## src/rtl/card_feed_supervisor.sv

```systemverilog
module card_feed_supervisor #(
  parameter int TMR_W     = 16,
  parameter int MAX_TRIES = 3
) (
  input  logic             clk,
  input  logic             rst_n,
  input  logic             read_req,
  input  logic             fault_clear,
  input  logic [TMR_W-1:0] pick_timeout,
  input  logic [TMR_W-1:0] max_transit,
  input  logic             card_sense,
  input  logic             hopper_empty,
  input  logic             stacker_full,
  output logic             pick,
  output logic             motor_en,
  output logic             card_done,
  output logic [2:0]       fault_code
);

  localparam int RW = $clog2(MAX_TRIES + 1);

  localparam logic [2:0] CODE_NONE    = 3'd0;
  localparam logic [2:0] CODE_HOPPER  = 3'd1;
  localparam logic [2:0] CODE_STACKER = 3'd2;
  localparam logic [2:0] CODE_PICK    = 3'd3;
  localparam logic [2:0] CODE_JAM     = 3'd4;

  typedef enum logic [2:0] {S_IDLE, S_PICK, S_WAIT, S_READ, S_FAULT} state_t;

  state_t           state_q;
  logic [TMR_W-1:0] timer_q;
  logic [RW-1:0]    retry_q;
  logic [2:0]       code_q;
  logic             done_q;
  logic [2:0]       sync1_q, sync2_q;

  always_ff @(posedge clk or negedge rst_n)
    if (!rst_n) begin
      sync1_q <= '0;
      sync2_q <= '0;
    end else begin
      sync1_q <= {stacker_full, hopper_empty, card_sense};
      sync2_q <= sync1_q;
    end

  wire card_s    = sync2_q[0];
  wire hopper_s  = sync2_q[1];
  wire stacker_s = sync2_q[2];

  wire [TMR_W:0] tick      = {1'b0, timer_q} + {{TMR_W{1'b0}}, 1'b1};
  wire           pick_due  = tick >= {1'b0, pick_timeout};
  wire           jam_due   = tick >= {1'b0, max_transit};

  wire jam_hit   = (state_q == S_READ) && card_s && jam_due;
  wire pick_miss = (state_q == S_WAIT) && !card_s && pick_due;
  wire pick_fail = pick_miss && (retry_q == RW'(MAX_TRIES - 1));

  logic [2:0] new_code;
  always_comb begin
    if (state_q == S_FAULT)  new_code = CODE_NONE;
    else if (jam_hit)        new_code = CODE_JAM;
    else if (pick_fail)      new_code = CODE_PICK;
    else if (stacker_s)      new_code = CODE_STACKER;
    else if (hopper_s)       new_code = CODE_HOPPER;
    else                     new_code = CODE_NONE;
  end

  always_ff @(posedge clk or negedge rst_n)
    if (!rst_n) begin
      state_q <= S_IDLE;
      timer_q <= '0;
      retry_q <= '0;
      code_q  <= CODE_NONE;
      done_q  <= 1'b0;
    end else begin
      done_q <= 1'b0;
      if (new_code != CODE_NONE) begin
        state_q <= S_FAULT;
        code_q  <= new_code;
      end else begin
        case (state_q)
          S_IDLE:
            if (read_req) state_q <= S_PICK;
          S_PICK: begin
            state_q <= S_WAIT;
            timer_q <= '0;
          end
          S_WAIT:
            if (card_s) begin
              state_q <= S_READ;
              timer_q <= '0;
              retry_q <= '0;
            end else if (pick_miss) begin
              state_q <= S_PICK;
              retry_q <= retry_q + RW'(1);
            end else begin
              timer_q <= timer_q + TMR_W'(1);
            end
          S_READ:
            if (!card_s) begin
              state_q <= S_IDLE;
              done_q  <= 1'b1;
            end else begin
              timer_q <= timer_q + TMR_W'(1);
            end
          S_FAULT:
            if (fault_clear) begin
              state_q <= S_IDLE;
              code_q  <= CODE_NONE;
              retry_q <= '0;
            end
          default: state_q <= S_IDLE;
        endcase
      end
    end

  assign pick       = (state_q == S_PICK);
  assign motor_en   = (state_q == S_PICK) || (state_q == S_WAIT) || (state_q == S_READ);
  assign card_done  = done_q;
  assign fault_code = code_q;

  AST_PICK_SINGLE: assert property (@(posedge clk) disable iff (!rst_n) pick |=> !pick);
  AST_PICK_MOTOR: assert property (@(posedge clk) disable iff (!rst_n) pick |-> motor_en);
  AST_DONE_STOPPED: assert property (@(posedge clk) disable iff (!rst_n) card_done |-> !motor_en);
  AST_RETRY_BOUND: assert property (@(posedge clk) disable iff (!rst_n) retry_q < RW'(MAX_TRIES));
  AST_FAULT_MOTOR_OFF: assert property (@(posedge clk) disable iff (!rst_n) (fault_code != 3'd0) |-> !motor_en);
  AST_CODE_RANGE: assert property (@(posedge clk) disable iff (!rst_n) fault_code <= 3'd4);
  AST_FAULT_HOLD: assert property (@(posedge clk) disable iff (!rst_n) (fault_code != 3'd0 && !fault_clear) |=> $stable(fault_code));

endmodule

```

## config.mk

```make
export PLATFORM = sky130hd
export DESIGN_NAME = card_feed_supervisor
export DESIGN_NICKNAME = d
export VERILOG_FILES = /design/src/rtl/card_feed_supervisor.sv
export SDC_FILE = /design/constraint.sdc
export NUM_CORES = 1
export LEC_CHECK = 0
export BUFFER_PORTS_ARGS = -buffer_cell sky130_fd_sc_hd__buf_2
export CORE_MARGIN = 2
export CORE_UTILIZATION = 45
export CTS_CLUSTER_DIAMETER = 120
export DETAILED_ROUTE_END_ITERATION = 12
export PLACE_DENSITY = 0.67
export RECOVER_POWER = 50
export SLEW_MARGIN = 25
export SYNTH_ARGS = -nofsm -noshare
export SYNTH_HDL_FRONTEND = slang
export SYNTH_SLANG_ARGS = --single-unit
```

## constraint.sdc

```tcl
create_clock -name clk -period 6.25 [get_ports clk]
set_input_delay 0.9375 -clock clk [delete_from_list [all_inputs] [get_ports clk]]
set_output_delay 0.9375 -clock clk [all_outputs]
set_load 0.05 [all_outputs]
```

After elaboration in Yosys (flattened, before gate mapping). Cells that the tools add are included.

Bits in latches: 0. Bits of input ports: 39. Flip-flop bits (word level): 31. Word-level logic and storage cells: 69. Bits in writable memories: 0. Memories: 0. ROM bits: 0. Output and inout bits: 6.

$mul: 0. Reduce and logical (&&, ||, !) cells: 18. Magnitude comparators: 2. Mux-type cells: 25. Bitwise gates (word level): 1. Div/mod/pow operators: 0. Equality and inequality tests: 13. Add/subtract/negate cells: 3. Shifts and indexed selects: 0.

Operator list (number): $mux 16 (3); $pmux 16 s3 (1); $ge 17x16->1 (2); $mux 3 (10); $add 16x1->17 const B (1); $add 16x1->16 const B (1); $pmux 3 s5 (1); $ne 3x3->1 const B (4); $reduce_and 4->1 (3); $mux 2 (5); $eq 3x2->1 const B (2); $reduce_bool 2->1 (3); $reduce_bool 3->1 (2); $logic_and 1x1->1 (5); $mux 1 (4); $ne 2x2->1 const B (2); $ne 4x4->1 const B (1); $pmux 2 s2 (1); $eq 3x1->1 const B (1); $eq 3x3->1 const B (1); $logic_not 3->1 (1); $ne 3x2->1 const B (1); $add 2x1->2 const B (1); $eq 2x2->1 const B (1); other kinds (4) (5).

Logic depth before layout (Yosys ltp).
Word-level depth: 10. Depth in mapped cells: 16. Gate-level depth less buffers: 13.

Worst setup path after synthesis. OpenSTA, ideal clock, no wires.

Path type: register to register. Start point: reg timer_q[2]. End point: reg retry_q[0]. Required time: 6.123 ns. Arrival: 3.430 ns. Setup slack: 2.692 ns. Stages on the path, launching flop included: 13. Library setup time: 0.127 ns. Path buffers: 0. Period minus slack after synthesis: 3.558 ns. Path through: dfrtp_1 > and4_4 > nand3_1 > nor3_1 > nand3_1 > xnor2_1 > ha_1 > nand3_1 > or3_1 > a2111o_1 > a32o_1 > and3_1 > mux2_1.

Cells in the longest elaborated chain, start to end: 10. Elaborated cells on any way between the ends: 13. Those cells by class: 1 x add/sub; 2 x order compare; 1 x eq/ne; 3 x mux; 1 x bitwise; 5 x reduce/logical.

RTL lines: start, declared (RTL line 31) `logic [TMR_W-1:0] timer_q;`; start signal, assigned (RTL line 97) `timer_q <= timer_q + TMR_W'(1);`; start signal, assigned (RTL line 104) `timer_q <= timer_q + TMR_W'(1);`; $add 16x1->17 (*) (RTL line 50) `wire [TMR_W:0] tick = {1'b0, timer_q} + {{TMR_W{1'b0}}, 1'b1};`; $ge 17x16->1 (RTL line 51) `wire pick_due = tick >= {1'b0, pick_timeout};`; $logic_and 1x1->1 (RTL line 55) `wire pick_miss = (state_q == S_WAIT) && !card_s && pick_due;`; $logic_and 1x1->1 (RTL line 56) `wire pick_fail = pick_miss && (retry_q == RW'(MAX_TRIES - 1));`; $mux 2 (RTL line 62) `else if (pick_fail) new_code = CODE_PICK;`; $mux 3 (RTL line 61) `else if (jam_hit) new_code = CODE_JAM;`; $mux 3 (RTL line 60) `if (state_q == S_FAULT) new_code = CODE_NONE;`; $reduce_bool 3->1 (RTL line 77) `if (new_code != CODE_NONE) begin`; $not 1->1 (no source line); $reduce_and 4->1 (no source line) (*); end signal, assigned (RTL line 95) `retry_q <= retry_q + RW'(1);`; end, declared (RTL line 32) `logic [RW-1:0] retry_q;`.

Every way passes the cells marked *; elsewhere a longest branch is shown, timed or not. A chain may end at the register's enable or synchronous reset.

Worst setup path after layout.
Start point: reg timer_q[2]. End point: reg timer_q[0].

Cells in the longest elaborated chain, start to end: 10. Elaborated cells on any way between the ends: 13. Those cells by class: 1 x add/sub; 2 x order compare; 1 x eq/ne; 3 x mux; 1 x bitwise; 5 x reduce/logical.

RTL lines (RTL line): $add 16x1->17 (*) (50); $ge 17x16->1 (51); $logic_and 1x1->1 (55); $logic_and 1x1->1 (56); $mux 2 (62); $mux 3 (61); $mux 3 (60); $reduce_bool 3->1 (77); $not 1->1 (no source line); $reduce_and 4->1 (no source line) (*).

Marks and branches as above.

==> impl_metrics.yaml <==
clock_network:
  clkTransAtPathRegs_ps: 70
  postCtsResizedCells: 0
  root_buffer: "clkbuf_8"
  cts_sinks: 31
  ctsHoldBuffers: 0
  insertion_delay_ps: 280
  cts_buffers: 5
  cts_tree: "built"
  postCtsSetupBuffers: 0
  clockBufferDepth: 2
  htreeDepth: 2
global_route:
  antenna_found_initial: 0
  grt_pass1_wl_mm: 8.97
  gr-total-overflow: 0
  grt_max_degree: 32
  grtUsageTotal_pct: 18.0
  grt_pass1_vias: 2057
detailed_routing:
  ant_nets: 0
  wl_met3_um: 218
  firstDrtPassIters: 4
  met2_length_mm: 2.41
  wire_per_inst_um: 12.5
  drt_iter0_drc: 154
  wl_met1_mm: 2.42
  drt-total-wl_mm: 5.09
  vias: 2059
  top_layer: "met4"
  route.detailed.drc: 0
  routed_via_density: 5.07
run:
  maxCapViolations: 1
setup_path:
  end_kind: "register"
  startpoint_type: "register"
  cp_max_fo: 9
  crit_required_ps: 6420
  crit_type: "reg2reg"
  arrival_ps: 4630
synthesis:
  synth_edf_count: 0
  synth.area.top_cells: "dfrtp_1 (31%), ha_1 (17%), inv_1 (7.5%)"
  synthCells: 288
  synth_fp_nets: 361
  synthArstFlopShare_pct: 100
  ys_types: 45
  yosysTopAreaCellShare_pct: 30.9
  synth_most_common_cell: "inv_1"
  ys.flop_type: "dfrtp_1"
  ys_warn_count: 0
  seq_area_frac_synth_pct: 30.9
  yosysTopAreaCell: "dfrtp_1"
  ys_seq_elements: 31
  synth.top_cells.by_count: "inv_1 (50), ha_1 (34), nand2_1 (33)"
  syn_area_um2: 2510
  syn_avg_cell_area_um2: 8.72
pwr:
  fin_total_pwr_mw: 1.07
  ir_worst_vdd_mv: 0.199
  powerDensity_nw_per_um2: 374
  leakagePower_nw: 1.43
timing:
  fin_crit_sh_pct: 71.3
  finalSetupTns_ps: 0
  slew_headroom_pct: -7.03
  hold_viol: 0
  finalWorstSetupSlack_ps: 1790
  max_freq_mhz: 224
  setup_viol: 0
  slew_violations: 32
  worst_slew_pin_slew_ps: 1610
  period_needed_ps: 4460
  finalClockSkew_ps: 10.5
  rsz0062_at_grt: "no"
die:
  initial_core_util_pct: 46.2
  ios: 45
  die_h_um: 78.7
  core_um2: 5440
  num_rows: 27
  die_x_um: 78.7
  die_area_um2: 6200
outcome:
  status: "finished, violations left"
  violations: "max-capacitance violations, max-slew violations"
placement:
  pre_cts_ws_ps: 1760
  port_buffers: 44
  gp_congestion: 0.857
  dpl.hpwl_mm: 4.12
worst_hold_path:
  hold_path.class: "reg2reg"
final_layout:
  n_fill_cell: 518
  nNetsFinal: 406
  areaGrowthSynthToFinish_pct: 14.3
  n_antenna_cell: 0
  drive_gt1_share_pct: 18.9
==> worst max-delay path, stage by stage (launching register included) <==
cell      delay, ps
dfrtp_1         430
and4_4          280
nand3_1         110
nor3_1          470
nand3_1         160
xnor2_1         300
ha_1            320
a21boi_0        160
o21ai_0          90
o21ai_0         210
a31oi_1         140
o31a_2          370
nor4_4          680
buf_4           320
mux2_4          310
==> final cells by class <==
cell class	count	area, µm²	area share, %
well taps	72	90.1	3.14
clock buffers	5	68.8	2.40
multi-input cells	200	1500	52.3
flip-flops and latches	31	776	27.0
clock inverters	3	20.0	0.697
repair buffers	45	226	7.89
inverters	50	188	6.54
==> stage by stage <==
step                area [µm²]  std cells  hold slack, ps  utilization (%)
global placement          2780        398             333             51.1
global route              2870        406             356             52.8
floorplan                 2510        288             331                -
detailed placement        2780        398             336             51.2
finish                    2870        406             351             52.8
CTS                       2870        406             352             52.8
==> power by group <==
part / internal (mW) / leakage (nW) / total [mW] / switching, mW
clock: 0.0774 / 0.0402 / 0.159 / 0.0819
combinational: 0.225 / 0.982 / 0.564 / 0.339
sequential: 0.267 / 0.407 / 0.350 / 0.0826
==> cell families (layout without fill, tap and decap cells) <==
kind of cell	count (synthesis)	count (layout)	share of synthesized area [%]
XOR/XNOR	14	14	4.88
buffers and inverters	57	103	9.81
adder cells (fa/ha/maj)	34	34	16.9
flip-flops	31	31	30.9
AND/OR/NAND/NOR	90	90	18.7
AO/OA/AOI/OAI	45	45	11.7
multiplexers	17	17	7.07
==> layout by cell type, fill, tap and decap left out, drive strengths merged, types with 11 or more instances in the layout <==
master	instances
nand2	33
buf	44
ha	34
dfrtp	31
inv	50
nand3	14
o21ai	11
xnor2	13
a21oi	18
mux2i	14
==> state kept, by name, indices dropped and copies added (netlist names) <==
name	cells
retry_q	2
card_done	1
state_q	3
fault_code	3
sync2_q	3
sync1_q	3
timer_q	16
==> final timing paths <==
check | end | cells after the start | slack [ps] | from
setup reg to reg | timer_q[0]$_DFFE_PN0P_ | 14 | 1790 | timer_q[2]$_DFFE_PN0P_
hold / removal | sync2_q[1]$_DFF_PN0_ | 0 | 350 | sync1_q[1]$_DFF_PN0_
hold reg to reg | sync2_q[1]$_DFF_PN0_ | 0 | 350 | sync1_q[1]$_DFF_PN0_
min in group asynchronous | state_q[0]$_DFFE_PN0P_ | 1 | 1050 | rst_n
max in group asynchronous | timer_q[7]$_DFFE_PN0P_ | 1 | 4260 | rst_n
setup / recovery | timer_q[0]$_DFFE_PN0P_ | 14 | 1790 | timer_q[2]$_DFFE_PN0P_
==> per-layer routing <==
metal	vias up	GRT usage, %
met1	941	23.9
li1	1070	-
met2	44	29.7
met4	0	5.79
met5	-	0
met3	4	3.52
Power figures use the tool's default switching activity.
